`config.mk`:
```
export PLATFORM = sky130hd
export DESIGN_NAME = oc_adder
export DESIGN_NICKNAME = d
export VERILOG_FILES = /design/src/rtl/oc_pkg.sv /design/src/rtl/oc_add_stage.sv /design/src/rtl/oc_sign_flags.sv /design/src/rtl/oc_out_stage.sv /design/src/rtl/oc_adder.sv
export SDC_FILE = /design/constraint.sdc
export NUM_CORES = 1
export LEC_CHECK = 0
export ABC_CLOCK_PERIOD_IN_PS = 1500
export CORE_MARGIN = 10
export CORE_UTILIZATION = 47
export CTS_CLUSTER_DIAMETER = 30
export DETAILED_ROUTE_END_ITERATION = 10
export GPL_TIMING_DRIVEN = 0
export PLACE_DENSITY = 0.85
export REMOVE_ABC_BUFFERS = 1
export SYNTH_ARGS = -nofsm -noshare
export SYNTH_HDL_FRONTEND = slang
export SYNTH_SLANG_ARGS = --single-unit
export TNS_END_PERCENT = 20
```
`constraint.sdc`:
```
create_clock -name clk -period 1.5 [get_ports clk]
set_clock_uncertainty 0.15 [all_clocks]
set_input_delay 0.3 -clock clk [delete_from_list [all_inputs] [get_ports clk]]
set_output_delay 0.3 -clock clk [all_outputs]
set_load 0.05 [all_outputs]
```
`src/rtl/oc_pkg.sv`:
```
package oc_pkg;

   typedef enum logic [0:0] {
      OC_CARRY_BEHAV  = 1'b0,
      OC_CARRY_RIPPLE = 1'b1
   } oc_carry_e;

   function automatic logic fa_sum(input logic x, input logic y, input logic c);
      return x ^ y ^ c;
   endfunction

   function automatic logic fa_carry(input logic x, input logic y, input logic c);
      return (x & y) | (x & c) | (y & c);
   endfunction

endpackage

```
`src/rtl/oc_add_stage.sv`:
```
module oc_add_stage #(
   parameter int W = 18,
   parameter oc_pkg::oc_carry_e STYLE = oc_pkg::OC_CARRY_RIPPLE
) (
   input  logic [W-1:0] x,
   input  logic [W-1:0] y,
   input  logic         cin,
   output logic [W-1:0] s,
   output logic         cout
);

   generate
      if (STYLE == oc_pkg::OC_CARRY_RIPPLE) begin : g_ripple
         logic [W:0] chain;
         assign chain[0] = cin;
         for (genvar i = 0; i < W; i++) begin : g_bit
            assign s[i]         = oc_pkg::fa_sum(x[i], y[i], chain[i]);
            assign chain[i + 1] = oc_pkg::fa_carry(x[i], y[i], chain[i]);
         end
         assign cout = chain[W];
      end else begin : g_behav
         logic [W:0] wide;
         assign wide = {1'b0, x} + {1'b0, y} + {{W{1'b0}}, cin};
         assign s    = wide[W-1:0];
         assign cout = wide[W];
      end
   endgenerate

endmodule

```
`src/rtl/oc_sign_flags.sv`:
```
module oc_sign_flags #(
   parameter int W = 18
) (
   input  logic         sign_a,
   input  logic         sign_b,
   input  logic [W-1:0] raw,
   output logic [W-1:0] clean,
   output logic         ovf
);

   localparam int MSB = W - 1;

   logic neg_zero;
   logic same_sign;

   assign neg_zero  = &raw;
   assign same_sign = ~(sign_a ^ sign_b);
   assign ovf       = same_sign & (raw[MSB] ^ sign_a);
   assign clean     = neg_zero ? '0 : raw;

endmodule

```
`src/rtl/oc_out_stage.sv`:
```
module oc_out_stage #(
   parameter int W      = 18,
   parameter bit ENABLE = 1'b1
) (
   input  logic         clk,
   input  logic         rst_n,
   input  logic [W-1:0] raw_d,
   input  logic [W-1:0] clean_d,
   input  logic         ovf_d,
   output logic [W-1:0] raw_q,
   output logic [W-1:0] clean_q,
   output logic         ovf_q
);

   generate
      if (ENABLE) begin : g_reg
         always_ff @(posedge clk or negedge rst_n) begin
            if (!rst_n) begin
               raw_q   <= '0;
               clean_q <= '0;
               ovf_q   <= 1'b0;
            end else begin
               raw_q   <= raw_d;
               clean_q <= clean_d;
               ovf_q   <= ovf_d;
            end
         end
      end else begin : g_pass
         assign raw_q   = raw_d;
         assign clean_q = clean_d;
         assign ovf_q   = ovf_d;
      end
   endgenerate

endmodule

```
`src/rtl/oc_adder.sv`:
```
module oc_adder #(
   parameter int W = 18,
   parameter oc_pkg::oc_carry_e CARRY_STYLE = oc_pkg::OC_CARRY_RIPPLE,
   parameter bit OUT_REG = 1'b1
) (
   input  logic         clk,
   input  logic         rst_n,
   input  logic [W-1:0] op_a,
   input  logic [W-1:0] op_b,
   input  logic         carry_in,
   output logic [W-1:0] sum_raw,
   output logic [W-1:0] sum_clean,
   output logic         ovf
);

   localparam int MSB = W - 1;

   generate
      if (W < 2) begin : g_bad_width
         $error("oc_adder: W must be at least 2");
      end
   endgenerate

   // first pass: operands plus carry-in
   logic [W-1:0] pass1_s;
   logic         pass1_c;
   // second pass: end-around carry folded back into bit 0
   logic [W-1:0] pass2_s;
   logic         pass2_c;
   logic [W-1:0] raw_c;
   logic [W-1:0] clean_c;
   logic         ovf_c;

   oc_add_stage #(.W(W), .STYLE(CARRY_STYLE)) u_pass1 (
      .x    (op_a),
      .y    (op_b),
      .cin  (carry_in),
      .s    (pass1_s),
      .cout (pass1_c)
   );

   oc_add_stage #(.W(W), .STYLE(CARRY_STYLE)) u_pass2 (
      .x    (pass1_s),
      .y    ('0),
      .cin  (pass1_c),
      .s    (pass2_s),
      .cout (pass2_c)
   );

   // a second wrap only happens from an all-ones pass1 word, leaving pass2_s zero
   assign raw_c = {pass2_s[MSB:1], pass2_s[0] | pass2_c};

   oc_sign_flags #(.W(W)) u_flags (
      .sign_a (op_a[MSB]),
      .sign_b (op_b[MSB]),
      .raw    (raw_c),
      .clean  (clean_c),
      .ovf    (ovf_c)
   );

   oc_out_stage #(.W(W), .ENABLE(OUT_REG)) u_out (
      .clk     (clk),
      .rst_n   (rst_n),
      .raw_d   (raw_c),
      .clean_d (clean_c),
      .ovf_d   (ovf_c),
      .raw_q   (sum_raw),
      .clean_q (sum_clean),
      .ovf_q   (ovf)
   );

endmodule

```
==> run_results.csv, run 1 <==
group,metric,value,unit
synthesis,synth_top_area_cell,"dfrtp_1",
synthesis,ys_ff_latch,37,
setup_path,start_kind,"primary input",
final_layout,fin_nets,330,
final_layout,filler_cell_count,211,
floorplan,io_pins,76,
power_and_ir_drop,ir_worst_vdd,0.000753,V
timing,setup_ws,-8.17,ns
synthesis,yosysMostFrequentCell,"inv_1",
synthesis,syn_avg_cell_area,12.7,um^2
floorplan,rows,23,
synthesis,syn_area,2000,um^2
power_and_ir_drop,power_density,1210,nW/um^2
clocking,cts_tree,"yes",
timing,fin_crit,9.67,ns
synthesis,synth_cell_types,16,
detailed_routing,drtIter0Drc,35,
synthesis,ys_seq_area_share,46.2,%
synthesis,netlist.area_leader.share,46.2,%
flow_run,drv_cap,0,
clocking,h-tree-depth,2,
synthesis,synthTopCellsByCount,"inv_1 (54), dfrtp_1 (37), ha_1 (19)",
floorplan,start_util,49.4,%
synthesis,synth_area_leaders,"dfrtp_1 (46%), fa_1 (18%), ha_1 (12%)",
hold_path,hold_path_class,"in -> reg",
detailed_routing,drc,0,
timing,fmax,103,MHz
placement,gp_congestion,0.751,
clocking,clockBufferDepth,2,
placement,place_area,2790,um^2
final_layout,syn_to_final_growth,68.7,%
setup_path,critical_path_class,"in -> reg",
synthesis,synthFlopType,"dfrtp_1",
placement,dp_slack,-10.45,ns
synthesis,async_reset_ff_share,100,%
timing,slew_headroom,47.0,%
global_routing,use_met2,27.0,%
setup_path,cp-end-kind,"register",
clocking,clk_pin_slew_worst_paths,0.07,ns
floorplan,fp.dieArea,7280,um^2
final_layout,diodes,0,
timing,worst_pin_slew,0.795,ns
status,violations,"setup timing",
global_routing,use_met3,6.31,%
clocking,cts_buffers,5,
setup_path,cpPeakStageDelay,0.37,ns
clocking,cts_root_buf,"clkbuf_8",
timing,fin_crit_sh,645,%
synthesis,yosys_warnings,0,
final_layout,postLayoutCellArea,3380,um^2
floorplan,core_area,4060,um^2
detailed_routing,avgRoutedWirePerCell,17.1,um
floorplan,die_x,85.3,um
detailed_routing,drt_wl_total,5210,um
placement,io_buffers,75,
global_routing,grt_first_pass_wirelength,8400,um
setup_path,crit_fanout,4,
timing,setup_viol,37,
final_layout,post_route_cells_drive_above_1_share,47.2,%
detailed_routing,vias,1424,
final_layout,final_util,83.3,%
global_routing,busiest_layer,"met2",
placement,dp_hpwl,3600,um
status,outcome,"finished with violations",
global_routing,grt_max_degree,38,
setup_path,cpMaxStageDelayCell,"fa_2",
detailed_routing,firstDrtPassIters,4,
global_routing,grt_pass1_vias,1656,
global_routing,track_usage,14.6,%
timing,hold_viol,0,
setup_path,cp.buffers_inverters,5,
global_routing,grt_antenna_before_repair,0,
timing,grt_setup_unrepaired,"yes",
global_routing,grt_overflow,0,
setup_path,path_delay_family,"adder cells",
detailed_routing,drtAntennaViolNets,0,
global_routing,grt_use_met1,15.3,%
detailed_routing,vias_per_cell,4.68,
power_and_ir_drop,leakage,0.00155,uW
setup_path,cp.arrival,9.68,ns
synthesis,syn_inst,158,
timing,slew_viol_final,0,
synthesis,synth_edf_count,0,
clocking,cts_sinks,37,
setup_path,required,1.51,ns
floorplan,die_h,85.3,um
power_and_ir_drop,p_total,4100,uW
timing,fin_hold_ws,0.479,ns
## power by group
group | internal [uW] | leakage [uW] | total (uW) | switching [uW]
clock network | 364 | 0.0000443 | 672 | 307
logic | 789 | 0.00107 | 2140 | 1350
registers | 1220 | 0.000432 | 1290 | 66.6
total | 2370 | 0.00155 | 4100 | 1730
## cells by family (layout without fill, tap and decap cells)
kind of cell    after synthesis  count (layout)  share of synthesized area [%]
compound gates               18              18                           8.49
xor+xnor                      1               1                          0.437
fa+ha+maj                    37              37                           29.8
buf+inv                      56             152                           11.2
flops                        37              37                           46.2
simple gates                  9               9                           3.81
## stage by stage
step / setup TNS [ns] / instances
after floorplan: -299.05 / 156
after global placement: -372.03 / 281
after detailed placement: -346.31 / 281
after CTS: -271.65 / 304
after global routing: -280.83 / 304
final: -273.81 / 304
## cells in the final DEF (no fill, tap or decap)
cell type / count
dlygate4sd3_1: 1
clkdlybuf4s50_1: 32
nand4_4: 1
ha_1: 1
inv_1: 49
a21oi_2: 1
nand2_1: 1
dfrtp_1: 37
ha_4: 18
nor2_4: 1
nor3_4: 2
nand3_1: 1
a21boi_2: 11
a21boi_1: 3
nor2_1: 1
inv_2: 5
clkbuf_8: 6
a21boi_0: 3
clkdlybuf4s15_2: 37
fa_2: 18
buf_2: 1
dlygate4sd2_1: 1
buf_4: 6
xnor2_2: 1
clkdlybuf4s15_1: 1
nand4_1: 2
clkbuf_1: 1
buf_6: 12
## repair_timing
item	in CTS	in global routing
pin swaps	19	1
endpoints found under the hold margin	37	0
endpoints found under the setup margin	74	37
hold buffers	1	0
resized for setup	204	3
buffers inserted	15	1
## tightest hold or removal path, stage by stage
cell   delay [ns]
buf_6        0.07
fa_2         0.21
ha_4         0.14
ha_4         0.14
## state kept, by name, summed over array words and instances, names as in the netlist
signal / count
u_out.ovf_q: 1
u_out.clean_q: 18
u_out.raw_q: 18
## layout make-up
| cell class | instances | area (um^2) | share of cell area [%] |
|---|---|---|---|
| clock buffer | 7 | 86.3 | 2.55 |
| inverter | 54 | 203 | 6.00 |
| multi-input combinational | 65 | 1150 | 34.1 |
| sequential | 37 | 926 | 27.4 |
| tap | 50 | 62.6 | 1.85 |
| timing repair buffer | 91 | 951 | 28.1 |
## final timing paths
| path | startpoint | end | slack, ns | cells past startpoint |
|---|---|---|---|---|
| worst min-delay path | carry_in | u_out.raw_q[1]$_DFF_PN0_ | 0.48 | 4 |
| worst max-delay path | op_b[0] | u_out.clean_q[16]$_DFF_PN0_ | -8.17 | 44 |
| max in group asynchronous | rst_n | u_out.raw_q[15]$_DFF_PN0_ | 0.20 | 2 |
| min in group asynchronous | rst_n | u_out.clean_q[17]$_DFF_PN0_ | 0.50 | 2 |
## routing by layer
| layer | up-vias | part of all wire (%) |
|---|---|---|
| met5 | - | 0 |
| met4 | 0 | 0.17 |
| met3 | 2 | 9.9 |
| met2 | 52 | 56 |
| met1 | 709 | 34 |
| li1 | 661 | - |
Power figures use the tool's default switching activity.
==> run 2, diff against run 1 <==
Settings changed: SYNTH_HIERARCHICAL set to 1.
==> run 2 against run 1 <==
The flow still finishes with violations (setup timing). Critical path type unchanged. Die area is 1.3% lower. Critical endpoint is now u_out/clean_q[7]$_DFF_PN0_. Sequential share of layout area is 2.2 points higher. Cell area is 7.4% lower.
==> run_results.csv, run 2 <==
group,metric,value,unit
status,outcome,"finished with violations",
status,violations,"setup timing",
timing,slew_viol_final,0,
synthesis,syn_avg_cell_area,15.6,um^2
clocking,h-tree-depth,2,
timing,hold_viol,0,
detailed_routing,avgRoutedWirePerCell,18.0,um
final_layout,register_area,926,um^2
synthesis,ys_seq_area_share,47.0,%
timing,fin_crit_sh,923,%
detailed_routing,vias,1295,
timing,fin_crit,13.84,ns
setup_path,start_kind,"primary input",
setup_path,path_common_cell,"fa_2",
placement,dp_slack,-14.89,ns
placement,dp.cells,266,
final_layout,multi_input_area,1120,um^2
floorplan,io_pins,76,
detailed_routing,route.met3.wl,394,um
setup_path,crit_fanout,5,
synthesis,synth_top_area_cell,"dfrtp_1",
synthesis,synthFlopType,"dfrtp_1",
timing,worst_pin_slew,0.912,ns
hold_path,hold_path_class,"in -> reg",
detailed_routing,wl_met2,2810,um
power_and_ir_drop,power_density,1980,nW/um^2
power_and_ir_drop,leakage,0.00131,uW
global_routing,grt_antenna_before_repair,0,
setup_path,critical_path_class,"in -> reg",
power_and_ir_drop,power_frac_seq,25.9,%
detailed_routing,routed.top_layer,"met4",
final_layout,diodes,0,
synthesis,synthTopCellsByCount,"dfrtp_1 (37), fa_1 (36), inv_1 (20)",
timing,fin_hold_ws,0.468,ns
detailed_routing,vias_per_cell,4.63,
timing,grt_setup_unrepaired,"yes",
final_layout,fin_nets,305,
power_and_ir_drop,swShare,49.2,%
timing,slew_headroom,39.2,%
global_routing,grt_overflow,0,
floorplan,rows,23,
power_and_ir_drop,internal_power,3150,uW
floorplan,die_h,84.7,um
clocking,cts_sinks,37,
synthesis,ys_ff_latch,37,
synthesis,netlist.area_leader.share,47.0,%
clocking,cts_tree,"yes",
synthesis,async_reset_ff_share,100,%
detailed_routing,drt_wl_total,5050,um
synthesis,syn_inst,126,
setup_path,cpPeakStageDelay,0.42,ns
setup_path,cpMaxStageDelayCell,"fa_1",
final_layout,post_route_cells_drive_above_1_share,46.1,%
final_layout,filler_cell_count,234,
floorplan,core_area,4030,um^2
flow_run,drv_cap,0,
final_layout,layout_common_cells,"dfrtp_1 (37), clkdlybuf4s15_2 (35), fa_2 (35)",
floorplan,die_x,84.7,um
clocking,clockBufferDepth,2,
global_routing,grt_pass1_vias,1633,
global_routing,grt_max_degree,38,
final_layout,syn_to_final_growth,59.0,%
power_and_ir_drop,clockPowerShare,11.1,%
final_layout,final_cells,280,
final_layout,top_regs,"u_out/clean_q (18), u_out/raw_q (18), u_out/ovf_q (1)",
clocking,clk_pin_slew_worst_paths,0.07,ns
synthesis,syn_area,1970,um^2
timing,setup_viol,37,
setup_path,cp-end-kind,"register",
detailed_routing,drc,0,
setup_path,cp.arrival,13.82,ns
floorplan,start_util,48.9,%
detailed_routing,drtIter0Drc,46,
synthesis,synth_edf_count,0,
synthesis,yosys_warnings,6,
synthesis,yosysMostFrequentCell,"dfrtp_1",
placement,io_buffers,75,
floorplan,fp.dieArea,7180,um^2
timing,fmax,72.3,MHz
synthesis,synth_area_leaders,"dfrtp_1 (47%), fa_1 (37%), inv_1 (3.8%)",
placement,dp_hpwl,3820,um
power_and_ir_drop,p_total,6200,uW
power_and_ir_drop,comb_power_share,63.0,%
power_and_ir_drop,p_switching,3050,uW
detailed_routing,firstDrtPassIters,4,
global_routing,grt_first_pass_wirelength,8310,um
placement,gp_congestion,0.708,
detailed_routing,drtAntennaViolNets,0,
setup_path,required,1.48,ns
global_routing,track_usage,14.9,%
power_and_ir_drop,ir_worst_vdd,0.000910,V
clocking,cts_root_buf,"clkbuf_8",
final_layout,final_common_cell,"dfrtp_1",
timing,setup_ws,-12.34,ns
clocking,cts_buffers,5,
detailed_routing,met1_length,1820,um
synthesis,synth_cell_types,16,
-- run 2: critical path, delay by kind of cell --
| family | cells | cell delay [ns] |
|---|---|---|
| AO/OA/AOI/OAI | 1 | 0.05 |
| adder cells (fa/ha/maj) | 36 | 12.33 |
| buffers and inverters | 11 | 0.79 |
| AND/OR/NAND/NOR | 2 | 0.35 |
-- run 2: final timing paths --
path / startpoint / endpoint / depth (start not counted)
setup / recovery: op_b[0] / u_out/clean_q[7]$_DFF_PN0_ / 50
hold / removal: op_a[17] / u_out/ovf_q$_DFF_PN0_ / 3
max in group asynchronous: rst_n / u_out/raw_q[17]$_DFF_PN0_ / 2
min in group asynchronous: rst_n / u_out/raw_q[10]$_DFF_PN0_ / 2
-- run 2: final cells by class --
type / instances / area share [%]
clock buffer: 7 / 2.76
sequential: 37 / 29.6
inverter: 20 / 2.56
multi-input combinational: 84 / 35.7
timing repair buffer: 82 / 27.4
tap: 50 / 2.00
-- run 2: repair_timing --
action / CTS / global route
endpoints found under the hold margin: 37 / 0
pin swaps: 9 / 5
hold buffers: 1 / 0
gates resized for setup: 181 / 4
gates cloned: 0 / 0
setup buffers: 5 / 1
setup endpoints to repair: 74 / 39
-- run 2: routing by layer --
layer	vias to the layer above	global-route usage, %
met5	-	0
met4	0	3.59
met3	4	6.28
met2	49	28.1
met1	667	14.5
li1	575	-
-- run 2: power by group through the flow --
stage	clock, uW	combinational (uW)	sequential [uW]
2_1_floorplan	0	714	3330
3_3_place_gp	0	3740	1600
3_5_place_dp	0	3840	1620
4_1_cts	687	3890	1610
5_1_grt	746	4140	1660
6_report	689	3900	1610
-- run 2: per-stage QoR --
| step | setup TNS, ns | cell area [um^2] | utilization [%] |
|---|---|---|---|
| final | -393.63 | 3130 | 77.7 |
| after detailed placement | -472.34 | 2830 | 70.1 |
| after global routing | -402.61 | 3130 | 77.7 |
| after floorplan | -422.69 | 2020 | - |
| after global placement | -492.27 | 2830 | 70.2 |
| after CTS | -397.49 | 3120 | 77.4 |
-- run 2: cells by family after synthesis --
group | share of synthesized area, %
adder cells (fa/ha/maj) | 36.6
flip-flops | 47.0
AND/OR/NAND/NOR | 3.69
AO/OA/AOI/OAI | 7.88
buffers and inverters | 4.64
other | 0.190
